**src/rtl/exc_pkg.sv**
```systemverilog
package exc_pkg;
  localparam int XLEN    = 32;
  localparam int N_SRC   = 3;
  localparam int CAUSE_W = $clog2(N_SRC);

  typedef logic [CAUSE_W-1:0] cause_t;

  // Source index equals cause code; lower index has higher priority.
  localparam cause_t CAUSE_UNDEF = cause_t'(0);
  localparam cause_t CAUSE_OVF   = cause_t'(1);
  localparam cause_t CAUSE_IRQ   = cause_t'(2);
endpackage

```
**src/rtl/exc_prio.sv**
```systemverilog
module exc_prio #(
  parameter int N = 3,
  parameter int W = 2
) (
  input  logic [N-1:0] req,
  output logic         hit,
  output logic [W-1:0] code
);
  // Scan from the top index down so the lowest active index ends up chosen.
  always_comb begin
    hit  = |req;
    code = '0;
    for (int i = N - 1; i >= 0; i--) begin
      if (req[i]) code = W'(i);
    end
  end

  // The chosen source must be active, and no source ranked above it may be.
  always_comb begin
    if (hit) begin
      p_pick_active_r6: assert (req[code]);
      p_pick_highest_r6: assert ((req & ((N'(1) << code) - N'(1))) == '0);
    end
  end
endmodule

```
**src/rtl/exc_vector.sv**
```systemverilog
module exc_vector #(
  parameter int          XLEN      = 32,
  parameter int          W         = 2,
  parameter logic [31:0] FIXED_ADR = 32'h8000_0080,
  parameter logic [31:0] VEC_BASE  = 32'h0000_0080,
  parameter int          VEC_SHIFT = 7
) (
  input  logic            vec_mode,
  input  logic [W-1:0]    code,
  output logic [XLEN-1:0] addr
);
  localparam logic [XLEN-1:0] FIXED_X = XLEN'(FIXED_ADR);
  localparam logic [XLEN-1:0] BASE_X  = XLEN'(VEC_BASE);

  logic [XLEN-1:0] slot_off;
  assign slot_off = XLEN'(code) << VEC_SHIFT;

  always_comb begin
    addr = vec_mode ? (BASE_X + slot_off) : FIXED_X;
  end

  always_comb begin
    if (!vec_mode) p_fixed_entry_r4: assert (addr == FIXED_X);
  end
endmodule

```
**src/rtl/exc_status.sv**
```systemverilog
module exc_status (
  input  logic clk,
  input  logic rst_n,
  input  logic enter,
  input  logic leave,
  output logic kernel_o,
  output logic int_en_o,
  output logic in_handler_o
);
  logic kernel_q, int_en_q, inh_q, prev_kernel_q;

  // An entry outranks a return in the same cycle.
  always_ff @(posedge clk) begin
    if (!rst_n) begin
      kernel_q      <= 1'b0;
      int_en_q      <= 1'b0;
      inh_q         <= 1'b0;
      prev_kernel_q <= 1'b0;
    end else if (enter) begin
      prev_kernel_q <= kernel_q;
      kernel_q      <= 1'b1;
      int_en_q      <= 1'b0;
      inh_q         <= 1'b1;
    end else if (leave) begin
      kernel_q <= prev_kernel_q;
      int_en_q <= 1'b1;
      inh_q    <= 1'b0;
    end
  end

  assign kernel_o     = kernel_q;
  assign int_en_o     = int_en_q;
  assign in_handler_o = inh_q;

  p_entry_status_r3: assert property (@(posedge clk) disable iff (!rst_n)
    enter |=> (kernel_o && !int_en_o && in_handler_o));

  p_return_status_r7: assert property (@(posedge clk) disable iff (!rst_n)
    (leave && !enter) |=> (int_en_o && !in_handler_o));

  p_hold_status_r10: assert property (@(posedge clk) disable iff (!rst_n)
    (!leave && !enter) |=> ($stable(kernel_o) && $stable(int_en_o)));
endmodule

```
**src/rtl/exc_ctrl.sv**
```systemverilog
module exc_ctrl
  import exc_pkg::*;
#(
  parameter logic [31:0] FIXED_ADR = 32'h8000_0080,
  parameter logic [31:0] VEC_BASE  = 32'h0000_0080,
  parameter int          VEC_SHIFT = 7
) (
  input  logic               clk,
  input  logic               rst_n,
  input  logic               vec_mode_i,
  input  logic [XLEN-1:0]    pc_i,
  input  logic               trap_undef_i,
  input  logic               trap_ovf_i,
  input  logic               irq_i,
  input  logic               eret_i,
  output logic               redirect_valid_o,
  output logic [XLEN-1:0]    redirect_target_o,
  output logic [CAUSE_W-1:0] cause_o,
  output logic [XLEN-1:0]    epc_o,
  output logic               kernel_o,
  output logic               int_en_o,
  output logic               in_handler_o,
  output logic               nested_o
);
  logic [N_SRC-1:0] req;
  logic             take;
  logic             trap;
  logic             do_ret;
  cause_t           pick;
  logic [XLEN-1:0]  entry_adr;

  logic             rv_q;
  logic [XLEN-1:0]  tgt_q;
  cause_t           cause_q;
  logic [XLEN-1:0]  epc_q;
  logic             nest_q;

  // Request vector ordered by cause code (index = code = rank).
  always_comb begin
    req = '0;
    req[CAUSE_UNDEF] = trap_undef_i;
    req[CAUSE_OVF]   = trap_ovf_i;
    req[CAUSE_IRQ]   = irq_i & int_en_o;
  end

  assign trap   = trap_undef_i | trap_ovf_i;
  assign do_ret = eret_i & ~take;

  exc_prio #(.N(N_SRC), .W(CAUSE_W)) u_prio (
    .req  (req),
    .hit  (take),
    .code (pick)
  );

  exc_vector #(
    .XLEN(XLEN), .W(CAUSE_W), .FIXED_ADR(FIXED_ADR),
    .VEC_BASE(VEC_BASE), .VEC_SHIFT(VEC_SHIFT)
  ) u_vector (
    .vec_mode (vec_mode_i),
    .code     (pick),
    .addr     (entry_adr)
  );

  exc_status u_status (
    .clk          (clk),
    .rst_n        (rst_n),
    .enter        (take),
    .leave        (eret_i),
    .kernel_o     (kernel_o),
    .int_en_o     (int_en_o),
    .in_handler_o (in_handler_o)
  );

  always_ff @(posedge clk) begin
    if (!rst_n) begin
      rv_q    <= 1'b0;
      tgt_q   <= '0;
      cause_q <= '0;
      epc_q   <= '0;
      nest_q  <= 1'b0;
    end else begin
      rv_q   <= take | do_ret;
      nest_q <= trap & in_handler_o;
      if (take) begin
        tgt_q   <= entry_adr;
        cause_q <= pick;
        epc_q   <= pc_i;
      end else if (do_ret) begin
        tgt_q <= epc_q;
      end
    end
  end

  assign redirect_valid_o  = rv_q;
  assign redirect_target_o = tgt_q;
  assign cause_o           = cause_q;
  assign epc_o             = epc_q;
  assign nested_o          = nest_q;

  p_epc_capture_r2: assert property (@(posedge clk) disable iff (!rst_n)
    take |=> (redirect_valid_o && epc_o == $past(pc_i)));

  p_irq_masked_r5: assert property (@(posedge clk) disable iff (!rst_n)
    (irq_i && !int_en_o && !trap && !eret_i) |=> (!redirect_valid_o && $stable(cause_o)));

  p_nested_flag_r8: assert property (@(posedge clk) disable iff (!rst_n)
    (trap && in_handler_o) |=> (nested_o && in_handler_o));

  p_trap_beats_return_r9: assert property (@(posedge clk) disable iff (!rst_n)
    (trap && eret_i) |=> (in_handler_o && !int_en_o && cause_o != CAUSE_IRQ));

  p_return_target_r7: assert property (@(posedge clk) disable iff (!rst_n)
    do_ret |=> (redirect_valid_o && redirect_target_o == epc_o));
endmodule

```
**config.mk**
```make
export PLATFORM = sky130hd
export DESIGN_NAME = exc_ctrl
export DESIGN_NICKNAME = d
export VERILOG_FILES = /design/src/rtl/exc_pkg.sv /design/src/rtl/exc_prio.sv /design/src/rtl/exc_vector.sv /design/src/rtl/exc_status.sv /design/src/rtl/exc_ctrl.sv
export SDC_FILE = /design/constraint.sdc
export NUM_CORES = 1
export LEC_CHECK = 0
export ABC_AREA = 1
export BUFFER_PORTS_ARGS = -buffer_cell sky130_fd_sc_hd__buf_2
export CORE_MARGIN = 4
export CORE_UTILIZATION = 45
export DETAILED_ROUTE_END_ITERATION = 16
export PLACE_DENSITY = 0.75
export SLEW_MARGIN = 40
export SYNTH_ARGS = -nofsm -noshare
export SYNTH_HDL_FRONTEND = slang
export SYNTH_SLANG_ARGS = --single-unit
```
**constraint.sdc**
```tcl
create_clock -name clk -period 1.5 [get_ports clk]
set_input_delay 0.3 -clock clk [delete_from_list [all_inputs] [get_ports clk]]
set_output_delay 0.3 -clock clk [all_outputs]
set_load 0.01 [all_outputs]
```
### After elaboration in Yosys (flattened, before gate mapping)

Cells that the tools add are included.

* add/subtract/negate cells: 1
* reductions and logical operators: 4
* bitwise logic cells: 7
* muxes and demuxes: 10

Operator list (count)
* 2-to-1 mux 32 bit: 3
* adder 8 x 9 -> 10 bit (first input constant): 1
* 2-to-1 mux 2 bit: 3
* 2-to-1 mux 1 bit: 4
* nonzero test 2 bit: 2
* OR reduction 4 bit: 1
* bitwise AND 1 bit: 3
* OR reduction 3 bit: 1
* inverter 1 bit: 2
* OR 1 bit: 2

* output and inout port bits: 71
* flip-flop bits (word level): 72
* bits of input ports: 39

### Logic depth before layout (Yosys ltp)

Gate-level depths: netlist (run 1).

* depth in word-level cells: 7
* depth in mapped cells: 10
* depth with buffers taken out: 10

### Hierarchy

Synthesis (run 1) repeated with hierarchy kept, for this count alone.

* cell total of the unflattened synthesis: 460
* area, all modules: 3164.3 sq um

By module, submodules not included
* exc_ctrl: cells an instance 398, seq. area each 1361.3 sq um, times used 1, area an instance 2742.6 sq um
* exc_vector: cells an instance 36, seq. area each 0.0 sq um, times used 1, area an instance 249.0 sq um
* exc_status: cells an instance 19, seq. area each 80.1 sq um, times used 1, area an instance 141.4 sq um
* exc_prio: cells an instance 7, seq. area each 0.0 sq um, times used 1, area an instance 31.3 sq um

### Least setup slack after synthesis (run 1)

Ideal clock, no wire load.

* kind: reg2reg
* from: register u_status.int_en_q, in the netlist u_status.int_en_o
* to: register tgt_q[8], in the netlist redirect_target_o[8]
* clock period less this slack: 1403 ps
* cell stages (with the launch flop): 10
* arrival: 1294 ps
* setup slack: 97 ps
* path buffers: 0
* cells stage by stage: dfxtp_1 -> nand2_1 -> nor3_1 -> ha_1 -> nand2_1 -> inv_1 -> nand2_1 -> nand3_1 -> nand2_1 -> inv_1

* longest elaborated chain between the ends: 7
* elaborated cells on any way between the ends: 11

Ends and longest elaborated chain
* from (decl): RTL line exc_status.sv:10 `logic kernel_q, int_en_q, inh_q, prev_kernel_q;`
* from (signal assigned): RTL line exc_status.sv:16 `int_en_q <= 1'b0;`
* from (signal assigned): RTL line exc_status.sv:22 `int_en_q <= 1'b0;`
* from (signal assigned): RTL line exc_status.sv:26 `int_en_q <= 1'b1;`
* bitwise AND 1 bit: RTL line exc_ctrl.sv:43 `req[CAUSE_IRQ] = irq_i & int_en_o;`
* 2-to-1 mux 2 bit (3 in series): RTL line exc_prio.sv:14 `if (req[i]) code = W'(i);`
* via pick[1]: RTL line exc_ctrl.sv:29 `cause_t pick;`
* adder 8 x 9 -> 10 bit: RTL line exc_vector.sv:19 `addr = vec_mode ? (BASE_X + slot_off) : FIXED_X;`
* 2-to-1 mux 32 bit: RTL line exc_vector.sv:19
* 2-to-1 mux 32 bit: RTL line exc_ctrl.sv:84 `if (take) begin`
* to (signal assigned): RTL line exc_ctrl.sv:85 `tgt_q <= entry_adr;`
* to (signal assigned): RTL line exc_ctrl.sv:89 `tgt_q <= epc_q;`
* to (decl): RTL line exc_ctrl.sv:33 `logic [XLEN-1:0] tgt_q;`

The timed path passes the listed nets, and every way through them passes these cells.
A chain may end at the register's enable or synchronous reset.

### Worst setup path after layout (run 1)

Ends and elaborated chain as after synthesis.

==> flow_results.xml, run 1 <==
<?xml version="1.0" encoding="UTF-8"?>
<metrics>
  <group name="placed_design">
    <metric name="hpwl" unit="um">4830</metric>
    <metric name="gp_congestion" unit="">0.779</metric>
    <metric name="placement.io_buffers" unit="">109</metric>
  </group>
  <group name="cells_and_area">
    <metric name="mostFrequentLayoutCell" unit="">sky130_fd_sc_hd__buf_2</metric>
    <metric name="antenna_cells_inserted" unit="">0</metric>
    <metric name="seqCellArea" unit="mm^2">0.00144</metric>
    <metric name="area_growth_syn_to_layout" unit="%">30.7</metric>
    <metric name="num-nets-final" unit="">483</metric>
    <metric name="layout-drive-gt1-share" unit="%">39.3</metric>
    <metric name="num-fill-cells" unit="">546</metric>
    <metric name="multiInputGateArea" unit="mm^2">0.00115</metric>
    <metric name="mostFrequentLayoutCells" unit="">sky130_fd_sc_hd__buf_2, sky130_fd_sc_hd__nand2_1, sky130_fd_sc_hd__dfxtp_1, sky130_fd_sc_hd__a21oi_1, sky130_fd_sc_hd__nand3_1</metric>
  </group>
  <group name="clock_network">
    <metric name="clockBufferDepth" unit="">2</metric>
    <metric name="tritoncts" unit="">built</metric>
    <metric name="cts-buffers-inserted" unit="">9</metric>
    <metric name="h-tree-depth" unit="">3</metric>
    <metric name="post_cts_resize_count" unit="">0</metric>
    <metric name="clk_transition_reported_paths" unit="ps">70</metric>
    <metric name="ctsRootBufferMaster" unit="">sky130_fd_sc_hd__clkbuf_8</metric>
    <metric name="post-cts-setup-buffers" unit="">0</metric>
    <metric name="clock_sink_count" unit="">72</metric>
    <metric name="cts-hold-fix-buffers" unit="">0</metric>
    <metric name="worst_skew_pair.late_latency" unit="ps">330</metric>
  </group>
  <group name="yosys">
    <metric name="syn-cell-area" unit="mm^2">0.00280</metric>
    <metric name="fraction_of_synthesized_cell_area_in_xor_and_xnor_cells" unit="%">0</metric>
    <metric name="post_synth_fa_ha_maj_area_fraction" unit="%">0.447</metric>
    <metric name="syn-mean-instance-area" unit="um^2">8.30</metric>
    <metric name="synth_compound_area_share" unit="%">14.4</metric>
    <metric name="mux_contribution_to_synthesized_area" unit="%">0</metric>
    <metric name="post_synth_num_cell_types" unit="">22</metric>
    <metric name="synth_sequential_area_ratio" unit="%">51.5</metric>
    <metric name="synthesis.yosys.warnings" unit="">0</metric>
    <metric name="synth_cells" unit="">337</metric>
    <metric name="ys_async_sr_fraction" unit="%">0</metric>
    <metric name="simple_gate_share_of_the_synthesized_area" unit="%">26.2</metric>
    <metric name="synthesis.nets" unit="">377</metric>
    <metric name="synth_enable_flop_cells" unit="">0</metric>
    <metric name="ys.flop_type" unit="">sky130_fd_sc_hd__dfxtp_1</metric>
    <metric name="synth_top_family_by_area" unit="">simple AND/OR/NAND/NOR gates</metric>
    <metric name="postSynthRegisterBits" unit="">72</metric>
  </group>
  <group name="setup_path">
    <metric name="cp_slowest_cell" unit="">sky130_fd_sc_hd__dfxtp_1</metric>
    <metric name="timing.critical_path.required" unit="ps">1730</metric>
    <metric name="regToRegEndpoint" unit="">redirect_target_o[8]</metric>
    <metric name="timing.critical_path.from" unit="">u_status.int_en_o</metric>
    <metric name="kind_of_start_point_of_the_critical_path" unit="">flip-flop</metric>
    <metric name="critical-path-max-stage-delay" unit="ps">350</metric>
    <metric name="arrival_time_at_the_worst_endpoint" unit="ps">1590</metric>
    <metric name="regToRegSetupSlack" unit="ps">150</metric>
    <metric name="chain_of_cells_forming_the_critical_path" unit="">nand2_1 -&gt; nor3_1 -&gt; ha_1 -&gt; nand2_1 -&gt; inv_1 -&gt; nand2_1 -&gt; nand3_1 -&gt; nand2_1 -&gt; inv_1</metric>
    <metric name="timing.setup.critical_path_class" unit="">reg -&gt; reg</metric>
    <metric name="rr_startpoint" unit="">u_status.int_en_o</metric>
    <metric name="critPathMostFrequentCell" unit="">sky130_fd_sc_hd__nand2_1</metric>
    <metric name="reg2regPathDepth" unit="">9</metric>
    <metric name="critPathMaxFanout" unit="">4</metric>
    <metric name="cp-end-kind" unit="">flip-flop</metric>
  </group>
  <group name="route">
    <metric name="route.final.wire_length" unit="um">6950</metric>
    <metric name="routed-via-count" unit="">2578</metric>
    <metric name="detail_route.wl_per_cell" unit="um">13.3</metric>
    <metric name="detailedRoute.firstIterationViolations" unit="">111</metric>
    <metric name="ant_nets" unit="">0</metric>
    <metric name="drcViolationCount" unit="">0</metric>
    <metric name="post_drt_via_cell_ratio" unit="">4.93</metric>
    <metric name="dr.pass1.iters" unit="">4</metric>
  </group>
  <group name="min_path">
    <metric name="holdPathStages" unit="">2</metric>
    <metric name="hold_path.startpoint" unit="">trap_ovf_i</metric>
    <metric name="min_to" unit="">u_status.int_en_o</metric>
    <metric name="hold_path.class" unit="">in -&gt; reg</metric>
  </group>
  <group name="status">
    <metric name="run_status" unit="">finished, final reports clean</metric>
  </group>
  <group name="power_and_ir_drop">
    <metric name="power_density" unit="mW/mm^2">1180</metric>
    <metric name="vdd_drop_max" unit="mV">0.863</metric>
    <metric name="post-layout-total-power" unit="mW">4.32</metric>
    <metric name="power.static_leakage" unit="nW">1.71</metric>
  </group>
  <group name="global_routing">
    <metric name="largest_net_degree_at_the_start_of_global_routing" unit="">39</metric>
    <metric name="grt_pass1_wl" unit="um">11200</metric>
    <metric name="grt_remaining_overflow" unit="">0</metric>
    <metric name="first_global_vias" unit="">2478</metric>
    <metric name="grt.total_usage" unit="%">18.6</metric>
    <metric name="antenna_found_initial" unit="">0</metric>
  </group>
  <group name="sta">
    <metric name="max_freq" unit="MHz">739</metric>
    <metric name="timing.clock.skew" unit="ps">5.39</metric>
    <metric name="hold_violations" unit="">0</metric>
    <metric name="max_slew.worst_pin.slew" unit="ps">453</metric>
    <metric name="worst_slew_margin_rel" unit="%">69.8</metric>
    <metric name="rsz0062_at_grt" unit="">no</metric>
    <metric name="fin_crit_sh" unit="%">90.2</metric>
    <metric name="final_max_slew_viol_count" unit="">0</metric>
    <metric name="period_minus_slack" unit="ps">1350</metric>
    <metric name="timing.final.setup_violations" unit="">0</metric>
    <metric name="fin_tns_setup" unit="ps">0</metric>
    <metric name="hold_ws" unit="ps">208</metric>
  </group>
  <group name="die">
    <metric name="die_y" unit="um">86.8</metric>
    <metric name="start_util" unit="%">46.7</metric>
    <metric name="placeableCoreArea" unit="mm^2">0.00599</metric>
    <metric name="boundaryPins" unit="">110</metric>
    <metric name="die_width" unit="um">86.8</metric>
    <metric name="fp-row-count" unit="">28</metric>
    <metric name="die_area" unit="mm^2">0.00754</metric>
  </group>
  <group name="run">
    <metric name="timing.max_cap.violations" unit="">0</metric>
  </group>
</metrics>
cell usage after synthesis, types with 4 or more instances:
library cell | number | area [um^2]
sky130_fd_sc_hd__nand2_1 | 100 | 375
sky130_fd_sc_hd__inv_1 | 11 | 41.3
sky130_fd_sc_hd__nor2_1 | 7 | 26.3
sky130_fd_sc_hd__nand3_1 | 20 | 100
sky130_fd_sc_hd__a21oi_1 | 49 | 245
sky130_fd_sc_hd__nand4_1 | 4 | 25.0
sky130_fd_sc_hd__a21oi_2 | 15 | 131
sky130_fd_sc_hd__o21ai_0 | 4 | 20.0
sky130_fd_sc_hd__dfxtp_1 | 72 | 1440
sky130_fd_sc_hd__clkbuf_1 | 5 | 18.8
sky130_fd_sc_hd__buf_6 | 5 | 56.3
sky130_fd_sc_hd__nand3_2 | 11 | 110
sky130_fd_sc_hd__buf_4 | 4 | 30.0
sky130_fd_sc_hd__nand2_2 | 11 | 68.8
sky130_fd_sc_hd__buf_2 | 9 | 45.0
power by group:
group	leakage (nW)	total (mW)	internal, mW	switching [mW]
sequential	0.591	2.05	1.99	0.0561
clock	0.124	1.84	1.15	0.691
combinational	0.993	0.433	0.174	0.259
through the flow:
| step | setup WS, ps | util, % | cell area (um^2) | cells |
|---|---|---|---|---|
| after floorplan | 97.5 | - | 2800 | 337 |
| after global placement | 105 | 56.9 | 3410 | 507 |
| after detailed placement | 82.5 | 56.9 | 3410 | 507 |
| after CTS | 152 | 61.0 | 3660 | 523 |
| after global routing | 12.9 | 61.0 | 3660 | 523 |
| final | 147 | 61.0 | 3660 | 523 |
area by class of cell:
class                   instances  share of cell area [%]
flip-flops and latches         72                    39.4
multi-input cells             227                    31.4
repair buffers                120                    18.5
clock buffers                  11                    3.87
clock inverters                 5                    2.84
well taps                      75                    2.57
inverters                      13                    1.33
metal layers:
layer	vias to the layer above	track usage, %	wire, um
li1	1313	-	-
met1	1171	22.9	2990
met2	78	30.7	3350
met3	16	3.80	434
met4	0	9.35	175
met5	-	0	0
worst max-delay path, delay by kind of cell, from the launching register on:
family                   cells  cell delay, ps
flip-flops                   1             350
adder cells (fa/ha/maj)      1             270
buffers and inverters        2              70
AND/OR/NAND/NOR              6             570
cell families (layout without fill, tap and decap cells):
logic type / count (synthesis) / count (layout)
AND/OR/NAND/NOR: 157 / 157
flip-flops: 72 / 72
AO/OA/AOI/OAI: 69 / 69
buffers and inverters: 38 / 149
adder cells (fa/ha/maj): 1 / 1
how the worst max path moves through the flow:
stage	endpoint	slack (ps)	cells after the start
2_1_floorplan	redirect_target_o[8]	100	9
3_3_place_gp	redirect_target_o[8]	100	10
3_5_place_dp	redirect_target_o[1]	80	7
4_1_cts	redirect_target_o[8]	150	9
5_1_grt	redirect_target_o[8]	10	9
6_report	redirect_target_o[8]	150	9
Power figures use the tool's default switching activity.
==> run 2, diff against run 1 <==
--- a/config.mk
+++ b/config.mk
@@ -7,10 +7,12 @@
 export LEC_CHECK = 0
 export ABC_AREA = 1
 export BUFFER_PORTS_ARGS = -buffer_cell sky130_fd_sc_hd__buf_2
+export CELL_PAD_IN_SITES_DETAIL_PLACEMENT = 0
+export CELL_PAD_IN_SITES_GLOBAL_PLACEMENT = 1
 export CORE_MARGIN = 4
-export CORE_UTILIZATION = 45
+export CORE_UTILIZATION = 34
 export DETAILED_ROUTE_END_ITERATION = 16
-export PLACE_DENSITY = 0.75
+export PLACE_DENSITY_LB_ADDON = 0.1
 export SLEW_MARGIN = 40
 export SYNTH_ARGS = -nofsm -noshare
 export SYNTH_HDL_FRONTEND = slang
==> run 2 against run 1 <==
  * Utilization decreased by 14 points
  * Non-clock buffer count increased by 2
  * Total power rose by 1.6%
==> flow_results.xml, run 2 (synthesized netlist as in run 1, its figures left out) <==
<?xml version="1.0" encoding="UTF-8"?>
<metrics>
  <group name="route">
    <metric name="post_drt_via_cell_ratio" unit="">4.58</metric>
    <metric name="detailedRoute.firstIterationViolations" unit="">46</metric>
    <metric name="routed-via-count" unit="">2526</metric>
    <metric name="detail_route.wl_per_cell" unit="um">13.2</metric>
    <metric name="dr.pass1.iters" unit="">4</metric>
    <metric name="drcViolationCount" unit="">0</metric>
    <metric name="ant_nets" unit="">0</metric>
    <metric name="route.final.wire_length" unit="um">7300</metric>
  </group>
  <group name="die">
    <metric name="start_util" unit="%">35.6</metric>
    <metric name="fp-row-count" unit="">32</metric>
    <metric name="placeableCoreArea" unit="mm^2">0.00785</metric>
    <metric name="die_y" unit="um">98.7</metric>
    <metric name="die_area" unit="mm^2">0.00974</metric>
    <metric name="die_width" unit="um">98.7</metric>
    <metric name="boundaryPins" unit="">110</metric>
  </group>
  <group name="setup_path">
    <metric name="timing.critical_path.required" unit="ps">1740</metric>
    <metric name="critPathMaxFanout" unit="">5</metric>
    <metric name="regToRegEndpoint" unit="">redirect_target_o[8]</metric>
    <metric name="reg2regPathDepth" unit="">9</metric>
    <metric name="critical_path.endpoint" unit="">redirect_target_o[8]</metric>
    <metric name="kind_of_start_point_of_the_critical_path" unit="">flip-flop</metric>
    <metric name="regToRegSetupSlack" unit="ps">180</metric>
    <metric name="rr_startpoint" unit="">u_status.int_en_o</metric>
    <metric name="timing.critical_path.from" unit="">u_status.int_en_o</metric>
    <metric name="timing.setup.critical_path_class" unit="">reg -&gt; reg</metric>
    <metric name="arrival_time_at_the_worst_endpoint" unit="ps">1560</metric>
    <metric name="cp-end-kind" unit="">flip-flop</metric>
  </group>
  <group name="clock_network">
    <metric name="h-tree-depth" unit="">3</metric>
    <metric name="worst_skew_pair.late_latency" unit="ps">330</metric>
    <metric name="cts-buffers-inserted" unit="">9</metric>
    <metric name="cts-hold-fix-buffers" unit="">0</metric>
    <metric name="post_cts_resize_count" unit="">0</metric>
    <metric name="clockBufferDepth" unit="">2</metric>
    <metric name="clock_sink_count" unit="">72</metric>
    <metric name="tritoncts" unit="">built</metric>
    <metric name="ctsRootBufferMaster" unit="">sky130_fd_sc_hd__clkbuf_8</metric>
    <metric name="clk_transition_reported_paths" unit="ps">80</metric>
    <metric name="post-cts-setup-buffers" unit="">0</metric>
  </group>
  <group name="sta">
    <metric name="max_freq" unit="MHz">757</metric>
    <metric name="hold_violations" unit="">0</metric>
    <metric name="timing.clock.skew" unit="ps">7.31</metric>
    <metric name="final_max_slew_viol_count" unit="">0</metric>
    <metric name="worst_slew_margin_rel" unit="%">68.6</metric>
    <metric name="hold_ws" unit="ps">206</metric>
    <metric name="fin_crit_sh" unit="%">88.1</metric>
    <metric name="fin_tns_setup" unit="ps">0</metric>
    <metric name="period_minus_slack" unit="ps">1320</metric>
    <metric name="post-route-worst-setup-slack" unit="ps">179</metric>
    <metric name="timing.final.setup_violations" unit="">0</metric>
    <metric name="rsz0062_at_grt" unit="">no</metric>
    <metric name="max_slew.worst_pin.slew" unit="ps">471</metric>
  </group>
  <group name="global_routing">
    <metric name="grt_remaining_overflow" unit="">0</metric>
    <metric name="grt.total_usage" unit="%">14.9</metric>
    <metric name="grt_pass1_wl" unit="um">11800</metric>
    <metric name="first_global_vias" unit="">2394</metric>
    <metric name="largest_net_degree_at_the_start_of_global_routing" unit="">50</metric>
    <metric name="antenna_found_initial" unit="">0</metric>
  </group>
  <group name="min_path">
    <metric name="hold_path.class" unit="">in -&gt; reg</metric>
  </group>
  <group name="cells_and_area">
    <metric name="mostFrequentLayoutCells" unit="">sky130_fd_sc_hd__buf_2, sky130_fd_sc_hd__nand2_1, sky130_fd_sc_hd__dfxtp_1, sky130_fd_sc_hd__a21oi_1, sky130_fd_sc_hd__nand3_1</metric>
    <metric name="mostFrequentLayoutCell" unit="">sky130_fd_sc_hd__buf_2</metric>
    <metric name="num-fill-cells" unit="">841</metric>
    <metric name="layout-drive-gt1-share" unit="%">40.0</metric>
    <metric name="antenna_cells_inserted" unit="">0</metric>
    <metric name="num-nets-final" unit="">485</metric>
    <metric name="area_growth_syn_to_layout" unit="%">33.0</metric>
  </group>
  <group name="power_and_ir_drop">
    <metric name="power_density" unit="mW/mm^2">1180</metric>
    <metric name="power.static_leakage" unit="nW">1.72</metric>
    <metric name="vdd_drop_max" unit="mV">0.446</metric>
  </group>
  <group name="placed_design">
    <metric name="hpwl" unit="um">5010</metric>
    <metric name="placement.io_buffers" unit="">109</metric>
    <metric name="dp_worst_setup_slack" unit="ps">39.3</metric>
    <metric name="gp_congestion" unit="">0.801</metric>
  </group>
  <group name="run">
    <metric name="timing.max_cap.violations" unit="">0</metric>
  </group>
  <group name="status">
    <metric name="run_status" unit="">finished, final reports clean</metric>
  </group>
</metrics>
==> run 2: routing by layer <==
layer | vias up | part of all wire (%) | track usage, % | wire length [um]
li1 | 1316 | - | - | -
met1 | 1128 | 44 | 18.4 | 3220
met2 | 73 | 46 | 24.7 | 3390
met3 | 9 | 8.0 | 4.60 | 581
met4 | 0 | 1.5 | 5.36 | 107
met5 | - | 0 | 0 | 0
==> run 2: worst min path at each step <==
| stage | start | cells past startpoint | slack, ps | end |
|---|---|---|---|---|
| 6_report | pc_i[16] | 3 | 210 | epc_o[16] |
| 5_1_grt | pc_i[13] | 3 | 190 | epc_o[13] |
| 4_1_cts | pc_i[2] | 3 | 190 | epc_o[2] |
| 3_5_place_dp | redirect_target_o[31] | 2 | 450 | redirect_target_o[31] |
| 3_3_place_gp | redirect_target_o[6] | 2 | 450 | redirect_target_o[6] |
| 2_1_floorplan | trap_ovf_i | 1 | 380 | u_status.int_en_o |
==> run 2: through the flow <==
step / std cells / area [um^2] / utilization, % / power (mW)
6_report: 552 / 3720 / 47.4 / 4.39
5_1_grt: 552 / 3720 / 47.4 / 4.60
4_1_cts: 552 / 3710 / 47.3 / 4.46
3_5_place_dp: 536 / 3460 / 44.1 / 2.54
3_3_place_gp: 536 / 3460 / 44.1 / 2.54
2_1_floorplan: 337 / 2800 / - / 2.34
==> run 2: critical path, stage by stage, from the launching register on <==
cell and delay (ps):
sky130_fd_sc_hd__dfxtp_1 350, sky130_fd_sc_hd__nand2_1 130, sky130_fd_sc_hd__nor3_2 180, sky130_fd_sc_hd__ha_1 270
sky130_fd_sc_hd__nand2_1 60, sky130_fd_sc_hd__inv_1 30, sky130_fd_sc_hd__nand2_1 50, sky130_fd_sc_hd__nand3_1 70
sky130_fd_sc_hd__nand2_1 60, sky130_fd_sc_hd__inv_1 30
==> run 2: report_power, final <==
| part | switching (mW) | internal (mW) |
|---|---|---|
| Combinational | 0.264 | 0.177 |
| Clock | 0.711 | 1.19 |
| Sequential | 0.0545 | 1.99 |
| Total | 1.03 | 3.36 |
==> run 2: final cells by class <==
type	count	area, um^2	share of cell area, %
clock inverter	5	103	2.76
multi-input combinational	227	1150	31.0
tap	102	128	3.43
inverter	13	48.8	1.31
clock buffer	11	151	4.07
sequential	72	1440	38.8
timing repair buffer	122	693	18.6
==> run 3, diff against run 2 <==
--- a/config.mk
+++ b/config.mk
@@ -6,7 +6,7 @@
 export NUM_CORES = 1
 export LEC_CHECK = 0
 export ABC_AREA = 1
-export BUFFER_PORTS_ARGS = -buffer_cell sky130_fd_sc_hd__buf_2
+export BUFFER_PORTS_ARGS = -buffer_cell sky130_fd_sc_hd__clkbuf_2
 export CELL_PAD_IN_SITES_DETAIL_PLACEMENT = 0
 export CELL_PAD_IN_SITES_GLOBAL_PLACEMENT = 1
 export CORE_MARGIN = 4
==> run 3 against run 2 <==
  * Critical path depth is 2 lower
  * Non-clock buffer count decreased by 1
  * Wire length down 1.9%
  * Worst hold slack worse by 13 ps
  * Total power is 2.8% lower
  * Largest cell class unchanged
  * Worst setup slack got worse by 2.1 ps
  * Final cell count fell by 0.18%
  * Utilization down 0.11 points
  * Clock skew fell by 1.7 ps
  * Sequential share of layout area is 0.092 points higher
  * Maximum frequency decreased by 0.16%
==> flow_results.xml, run 3 (synthesized netlist as in run 1, its figures left out) <==
<?xml version="1.0" encoding="UTF-8"?>
<metrics>
  <group name="status">
    <metric name="run_status" unit="">finished, final reports clean</metric>
  </group>
  <group name="sta">
    <metric name="final_max_slew_viol_count" unit="">0</metric>
    <metric name="rsz0062_at_grt" unit="">no</metric>
    <metric name="hold_violations" unit="">0</metric>
    <metric name="fin_crit_sh" unit="%">88.2</metric>
    <metric name="worst_slew_margin_rel" unit="%">83.9</metric>
    <metric name="period_minus_slack" unit="ps">1320</metric>
    <metric name="max_freq" unit="MHz">756</metric>
    <metric name="timing.final.setup_violations" unit="">0</metric>
    <metric name="post-route-worst-setup-slack" unit="ps">177</metric>
    <metric name="max_slew.worst_pin.slew" unit="ps">242</metric>
    <metric name="timing.clock.skew" unit="ps">5.59</metric>
    <metric name="fin_tns_setup" unit="ps">0</metric>
  </group>
  <group name="cells_and_area">
    <metric name="antenna_cells_inserted" unit="">0</metric>
    <metric name="mostFrequentLayoutCell" unit="">sky130_fd_sc_hd__clkbuf_2</metric>
    <metric name="multiInputGateArea" unit="mm^2">0.00115</metric>
    <metric name="mostFrequentLayoutCells" unit="">sky130_fd_sc_hd__clkbuf_2, sky130_fd_sc_hd__nand2_1, sky130_fd_sc_hd__dfxtp_1, sky130_fd_sc_hd__a21oi_1, sky130_fd_sc_hd__nand3_1</metric>
    <metric name="layout-drive-gt1-share" unit="%">39.9</metric>
    <metric name="num-fill-cells" unit="">826</metric>
    <metric name="seqCellArea" unit="mm^2">0.00144</metric>
    <metric name="area_growth_syn_to_layout" unit="%">32.7</metric>
    <metric name="num-nets-final" unit="">484</metric>
    <metric name="final_cells" unit="">551</metric>
  </group>
  <group name="route">
    <metric name="routed-via-count" unit="">2525</metric>
    <metric name="post_drt_via_cell_ratio" unit="">4.58</metric>
    <metric name="ant_nets" unit="">0</metric>
    <metric name="dr.pass1.iters" unit="">7</metric>
    <metric name="route.final.wire_length" unit="um">7160</metric>
    <metric name="drcViolationCount" unit="">0</metric>
    <metric name="detail_route.wl_per_cell" unit="um">13.0</metric>
    <metric name="detailedRoute.firstIterationViolations" unit="">57</metric>
  </group>
  <group name="global_routing">
    <metric name="grt_remaining_overflow" unit="">0</metric>
    <metric name="grt_pass1_wl" unit="um">11700</metric>
    <metric name="largest_net_degree_at_the_start_of_global_routing" unit="">50</metric>
    <metric name="grt.total_usage" unit="%">14.7</metric>
    <metric name="antenna_found_initial" unit="">0</metric>
    <metric name="first_global_vias" unit="">2398</metric>
  </group>
  <group name="power_and_ir_drop">
    <metric name="cellInternalPower" unit="mW">3.24</metric>
    <metric name="switchingPower" unit="mW">1.02</metric>
    <metric name="power_frac_comb" unit="%">10.4</metric>
    <metric name="seqPwrFrac" unit="%">48.0</metric>
    <metric name="switching_share" unit="%">24.0</metric>
    <metric name="vdd_drop_max" unit="mV">0.464</metric>
    <metric name="power_density" unit="mW/mm^2">1150</metric>
    <metric name="p_clk_share" unit="%">41.7</metric>
    <metric name="power.static_leakage" unit="nW">1.67</metric>
  </group>
  <group name="setup_path">
    <metric name="kind_of_start_point_of_the_critical_path" unit="">flip-flop</metric>
    <metric name="timing.critical_path.required" unit="ps">1760</metric>
    <metric name="reg2regPathDepth" unit="">7</metric>
    <metric name="regToRegSetupSlack" unit="ps">180</metric>
    <metric name="timing.setup.critical_path_class" unit="">reg -&gt; reg</metric>
    <metric name="timing.critical_path.from" unit="">u_status.int_en_o</metric>
    <metric name="regToRegEndpoint" unit="">redirect_target_o[21]</metric>
    <metric name="cp-end-kind" unit="">flip-flop</metric>
    <metric name="critPathMaxFanout" unit="">23</metric>
    <metric name="rr_startpoint" unit="">u_status.int_en_o</metric>
    <metric name="arrival_time_at_the_worst_endpoint" unit="ps">1580</metric>
    <metric name="critical_path.endpoint" unit="">redirect_target_o[21]</metric>
  </group>
  <group name="placed_design">
    <metric name="placement.io_buffers" unit="">109</metric>
    <metric name="placed_cells_incl_taps" unit="">535</metric>
    <metric name="dp_worst_setup_slack" unit="ps">94.6</metric>
    <metric name="hpwl" unit="um">4870</metric>
    <metric name="gp_congestion" unit="">0.783</metric>
  </group>
  <group name="die">
    <metric name="boundaryPins" unit="">110</metric>
    <metric name="start_util" unit="%">35.6</metric>
    <metric name="die_y" unit="um">98.7</metric>
    <metric name="placeableCoreArea" unit="mm^2">0.00785</metric>
    <metric name="die_area" unit="mm^2">0.00974</metric>
    <metric name="fp-row-count" unit="">32</metric>
    <metric name="die_width" unit="um">98.7</metric>
  </group>
  <group name="clock_network">
    <metric name="clk_transition_reported_paths" unit="ps">80</metric>
    <metric name="ctsRootBufferMaster" unit="">sky130_fd_sc_hd__clkbuf_8</metric>
    <metric name="h-tree-depth" unit="">3</metric>
    <metric name="worst_skew_pair.late_latency" unit="ps">330</metric>
    <metric name="clockBufferDepth" unit="">2</metric>
    <metric name="tritoncts" unit="">built</metric>
    <metric name="clock_sink_count" unit="">72</metric>
    <metric name="cts-buffers-inserted" unit="">9</metric>
    <metric name="post-cts-setup-buffers" unit="">0</metric>
  </group>
  <group name="min_path">
    <metric name="hold_path.class" unit="">in -&gt; reg</metric>
  </group>
  <group name="run">
    <metric name="timing.max_cap.violations" unit="">0</metric>
  </group>
</metrics>
[run 3: cell count changes in the layout (fill, tap and decap cells not counted)]
cell,before,now
sky130_fd_sc_hd__clkinvlp_4,1,2
sky130_fd_sc_hd__clkinv_2,1,0
sky130_fd_sc_hd__buf_4,9,7
sky130_fd_sc_hd__clkbuf_8,11,12
sky130_fd_sc_hd__buf_2,109,0
sky130_fd_sc_hd__buf_12,4,5
sky130_fd_sc_hd__clkbuf_2,0,109
sky130_fd_sc_hd__bufinv_16,3,2
[run 3: per-stage QoR]
step           hold WS (ps)  total power, mW  util, %  cell area, um^2
3_5_place_dp            455             2.54     44.1             3460
5_1_grt                 181             4.48     47.3             3710
4_1_cts                 176             4.34     47.2             3700
3_3_place_gp            451             2.54     44.1             3460
2_1_floorplan           378             2.34        -             2800
6_report                193             4.27     47.3             3710
[run 3: how the worst min path moves through the flow]
stage | from | endpoint | slack, ps | depth (start not counted)
2_1_floorplan | trap_ovf_i | u_status.int_en_o | 380 | 1
3_3_place_gp | redirect_target_o[6] | redirect_target_o[6] | 450 | 2
3_5_place_dp | redirect_target_o[25] | redirect_target_o[25] | 460 | 2
4_1_cts | pc_i[3] | epc_o[3] | 180 | 3
5_1_grt | pc_i[3] | epc_o[3] | 180 | 3
6_report | pc_i[3] | epc_o[3] | 190 | 3
[run 3: per-layer routing]
metal  part of all wire, %  GRT usage [%]  up-vias  wire length [um]
li1                      -              -     1313                 -
met1                    45           18.6     1133              3230
met2                    47           23.5       70              3390
met3                   6.3           4.39        9               453
met4                   1.3           5.78        0                93
met5                     0              0        -                 0
[run 3: power by group through the flow]
stage          clock network (mW)  logic [mW]  registers, mW
6_report                     1.78       0.442           2.05
3_3_place_gp                    0       0.449           2.09
3_5_place_dp                    0       0.451           2.09
2_1_floorplan                   0       0.214           2.12
4_1_cts                      1.83       0.452           2.05
5_1_grt                      1.93       0.492           2.06
[run 3: timing repair]
item	in CTS	in global routing
gates resized for setup	0	1
setup endpoints to repair	0	1
hold buffers	0	0
[run 3: critical path: stages, from the launching register on]
cell                      delay [ps]
sky130_fd_sc_hd__dfxtp_1         330
sky130_fd_sc_hd__nand2_1         140
sky130_fd_sc_hd__buf_4           170
sky130_fd_sc_hd__nand3_2         120
sky130_fd_sc_hd__inv_2           100
sky130_fd_sc_hd__buf_12          160
sky130_fd_sc_hd__nand2_1          60
sky130_fd_sc_hd__a21oi_1         150
[run 3: layout make-up]
| type | instances | area share (%) |
|---|---|---|
| Sequential cell | 72 | 38.9 |
| Clock inverter | 4 | 2.02 |
| Tap cell | 102 | 3.44 |
| Multi-Input combinational cell | 227 | 31.1 |
| Clock buffer | 12 | 4.45 |
| Inverter | 13 | 1.32 |
| Timing Repair Buffer | 121 | 18.8 |
